### src/rtl/trig_pair_combiner.sv
module trig_pair_combiner #(
  parameter int NPAIR = 5
) (
  input  logic             clk,
  input  logic             rst,
  input  logic             cfg_valid,
  input  logic [3:0]       cfg_idx,
  input  logic             cfg_en,
  input  logic             cfg_timing,
  input  logic             cfg_dcmp,
  input  logic             cfg_link,
  input  logic [9:0]       hit,
  output logic [9:0]       fire,
  output logic             fire_now,
  output logic             fire_next
);
  localparam int NTRIG = 2 * NPAIR;
  localparam logic [NTRIG-1:0] LOAD_MASK = 10'b10_0011_0000;
  localparam int STORE_PAIR = 1;

  logic [NTRIG-1:0] en_q, tim_q, dcmp_q;
  logic [NPAIR-1:0] link_q;
  logic [NTRIG-1:0] ok;

  wire wr = cfg_valid && (cfg_idx < 4'(NTRIG));

  always_ff @(posedge clk) begin
    if (rst) begin
      en_q   <= '0;
      tim_q  <= '0;
      dcmp_q <= '0;
      link_q <= '0;
    end else if (wr) begin
      en_q[cfg_idx]   <= cfg_en;
      tim_q[cfg_idx]  <= cfg_timing;
      dcmp_q[cfg_idx] <= cfg_dcmp;
      if (!cfg_idx[0]) link_q[cfg_idx[3:1]] <= cfg_link;
    end
  end

  assign ok = hit & en_q & ~(LOAD_MASK & dcmp_q);

  for (genvar p = 0; p < NPAIR; p++) begin : g_pair
    logic both;
    if (p == STORE_PAIR) begin : g_st
      assign both = 1'b0;
    end else begin : g_norm
      assign both = ok[2*p] & ok[2*p+1] & (tim_q[2*p] == tim_q[2*p+1]);
    end
    assign fire[2*p+1:2*p] = link_q[p] ? {both, both} : ok[2*p+1:2*p];
  end

  assign fire_now  = |(fire & ~tim_q);
  assign fire_next = |(fire & tim_q);
endmodule


### config.mk
export PLATFORM = sky130hd
export DESIGN_NAME = trig_pair_combiner
export DESIGN_NICKNAME = d
export VERILOG_FILES = /design/src/rtl/trig_pair_combiner.sv
export SDC_FILE = /design/constraint.sdc
export NUM_CORES = 1
export LEC_CHECK = 0
export ABC_AREA = 1
export CAP_MARGIN = 20
export CORE_MARGIN = 4
export CORE_UTILIZATION = 40
export DETAILED_ROUTE_END_ITERATION = 8
export PLACE_DENSITY_LB_ADDON = 0.05
export SLEW_MARGIN = 25
export SYNTH_ARGS = -nofsm -noshare
export SYNTH_HDL_FRONTEND = slang
export SYNTH_SLANG_ARGS = --single-unit
### constraint.sdc
create_clock -name clk -period 1.7 [get_ports clk]
set_clock_uncertainty 0.1 [all_clocks]
set_input_delay 0.34 -clock clk [delete_from_list [all_inputs] [get_ports clk]]
set_output_delay 0.34 -clock clk [all_outputs]
set_load 0.01 [all_outputs]
==> flow_summary.toml <==
[worst_setup_path]
worstSetupPathType = "reg -> out"
required_ns = 1.26
worst_setup_path_end_kind = "primary output"
r2r_end = "tim_q[9]$_SDFFE_PP0P_"
r2r_start = "tim_q[9]$_SDFFE_PP0P_"
crit_fanout = 4
crit_arrival_ns = 1.43
reg2reg_depth = 4
rrSetupSlack_ns = 0.75
worstSetupStartpointType = "flop"

[power]
peakVddDrop_uv = 447
pwr_density_cell_nw_per_um2 = 576
p_leak_uw = 0.00110

[routing]
drtAntennaViolNets = 0
vias = 1718
wl_per_cell_um = 11.5
drc_errors = 0
vias_per_cell = 4.69
drt_pass1_iterations = 4
drtIter0Drc = 47
routed_wl_mm = 4.21

[run_status]
violations = "setup timing"
outcome = "complete, but fails checks"

[cells_and_area]
utilization_pct = 65.7
antenna_cells = 0
area_growth_pct = 57.9
fillers = 374
final_area_um2 = 2400
drive_gt1_share_pct = 38.7
num-nets-final = 340
multiInputGateArea_um2 = 977
area.sequential_um2 = 589

[synthesis]
synth_top_area_share_pct = 36.8
synth_top_area_cell = "dfxtp_1"
ys_ff_latch = 28
synth_ff_type = "dfxtp_1"
netlist_instances = 250
synthDistinctLibCells = 21
ys_warn_count = 0
ys_seq_area_share_pct = 36.8
synth_edf_count = 0
async_flop_share_pct = 0
syn_area_um2 = 1520
synthesis.nets = 271
synth_area_leaders = "dfxtp_1, nor2_1, nand2_1"
syn_area_per_cell_um2 = 6.09

[hold_path]
hold_end = "link_q[3]$_SDFFE_PP0P_"
worstHoldStart = "link_q[3]$_SDFFE_PP0P_"
hp-class = "reg -> reg"
holdPathStages = 2

[floorplanning]
die_h_um = 69.7
start_util_pct = 41.6
core_area_um2 = 3660
die-area_um2 = 4860
fp.dieW_um = 69.7
io_pins = 33
rows = 22

[timing]
fin_crit_sh_pct = 110
slew_headroom_pct = 72.1
setup_viol = 3
period_minus_slack_ns = 1.87
setup_slack_ns = -0.167
tightest_slew_ns = 0.417
drv_slew = 0
fmax_mhz = 536
finalHoldViolCount = 0
rsz0062_at_grt = "true"

[clock_network]
clk_latency_ns = 0.28
numCtsBuffers = 3
cts_tree = "yes"
path_clk_slew_ns = 0.09
root_buffer = "clkbuf_8"
htreeDepth = 1
clockBufferDepth = 2
clkSinkCount = 28

[placement]
placed_area_um2 = 2140
routabilityCongestion = 0.842
io_buffer_count = 32
dp_slack_ns = -0.738
dp_hpwl_mm = 3.03

[grt]
grt_pass1_wl_mm = 6.98
grt_overflow = 0
grt_antenna_before_repair = 0
grt_start_max_net_pins = 29
grt_pass1_vias = 1569
track_usage_pct = 17.5

[job]
maxCapViolations = 0
==> cell families after synthesis <==
logic type	synth area share (%)
and+or+nand+nor	43.2
DFF	36.8
AOI/OAI and AO/OA	10.5
buffers and inverters	9.45
==> critical path, stage by stage (launching register included) <==
cell and delay [ns]:
dfxtp_4 0.38, inv_4 0.05, nand2_2 0.04, and2_1 0.15, nand2_1 0.06, nand2_1 0.06, nand2_2 0.09, nor2_2 0.04
nor2_1 0.11, nand2_1 0.05, buf_2 0.13
==> final cells by class <==
class,instances,share of cell area (%)
multi-input combinational,184,40.6
sequential,28,24.5
timing repair buffer,68,23.9
inverter,34,5.46
tap,48,2.50
clock buffer,3,1.72
clock inverter,1,1.25
==> worst max-delay path by stage <==
stage | to | slack, ns | from | cells past startpoint
global placement | fire_next | -0.72 | hit[4] | 10
detailed placement | fire_next | -0.74 | hit[4] | 10
global route | fire_next | -0.28 | tim_q[4]$_SDFFE_PP0P_ | 10
floorplan | fire_now | 0.29 | tim_q[4]$_SDFFE_PP0P_ | 9
CTS | fire_next | -0.17 | tim_q[0]$_SDFFE_PP0P_ | 10
finish | fire_next | -0.17 | tim_q[8]$_SDFFE_PP0P_ | 10
==> flip-flops by register name (all words and copies together) (netlist names) <==
signal and count:
en_q 10, tim_q 10, link_q 5, dcmp_q 3
==> cell usage after synthesis (2+ instances only) <==
master / number
inv_1: 29
nand3_1: 15
dfxtp_1: 28
o21ai_0: 23
clkbuf_1: 2
clkinv_1: 3
a21oi_1: 3
o21ai_1: 6
nand2_1: 57
nor2_1: 68
nand3_2: 4
nor3_1: 2
buf_1: 2
==> power breakdown <==
part	leakage, µW	internal (µW)	switching (µW)
clock	0.0000357	316	214
sequential	0.000235	662	9.18
combinational	0.000826	90.2	94.4
total	0.00110	1070	318
==> through the flow <==
step	hold WS, ns	instances	power [µW]	setup TNS [ns]
floorplan	0.337	250	764	0
global placement	0.365	358	871	-10.36
detailed placement	0.377	358	872	-10.67
CTS	0.400	365	1390	-0.429
global route	0.429	366	1440	-0.787
finish	0.395	366	1390	-0.394
==> timing repair <==
action,in CTS,in global routing
setup buffers,3,2
hold buffers,0,0
setup endpoints to repair,12,19
resized for setup,96,44
pin swaps,33,21
==> routing by layer <==
layer,up-vias,GRT usage [%],part of all wire (%)
met5,-,0,0
met2,27,28.7,47
met1,767,23.2,48
met4,0,6.81,1.7
met3,7,2.17,3.1
li1,917,-,-
==> cell usage in the layout (no fill, tap or decap), drive strengths merged, types with 2 or more instances in the layout <==
cell            n
nor2           70
nand2          58
buf            46
inv            30
o21ai          29
dfxtp          28
nand3          20
clkdlybuf4s50  10
dlygate4sd2    10
clkinv          4
clkbuf          4
a21oi           3
nor3            2
(Power assumes the default switching activity.)
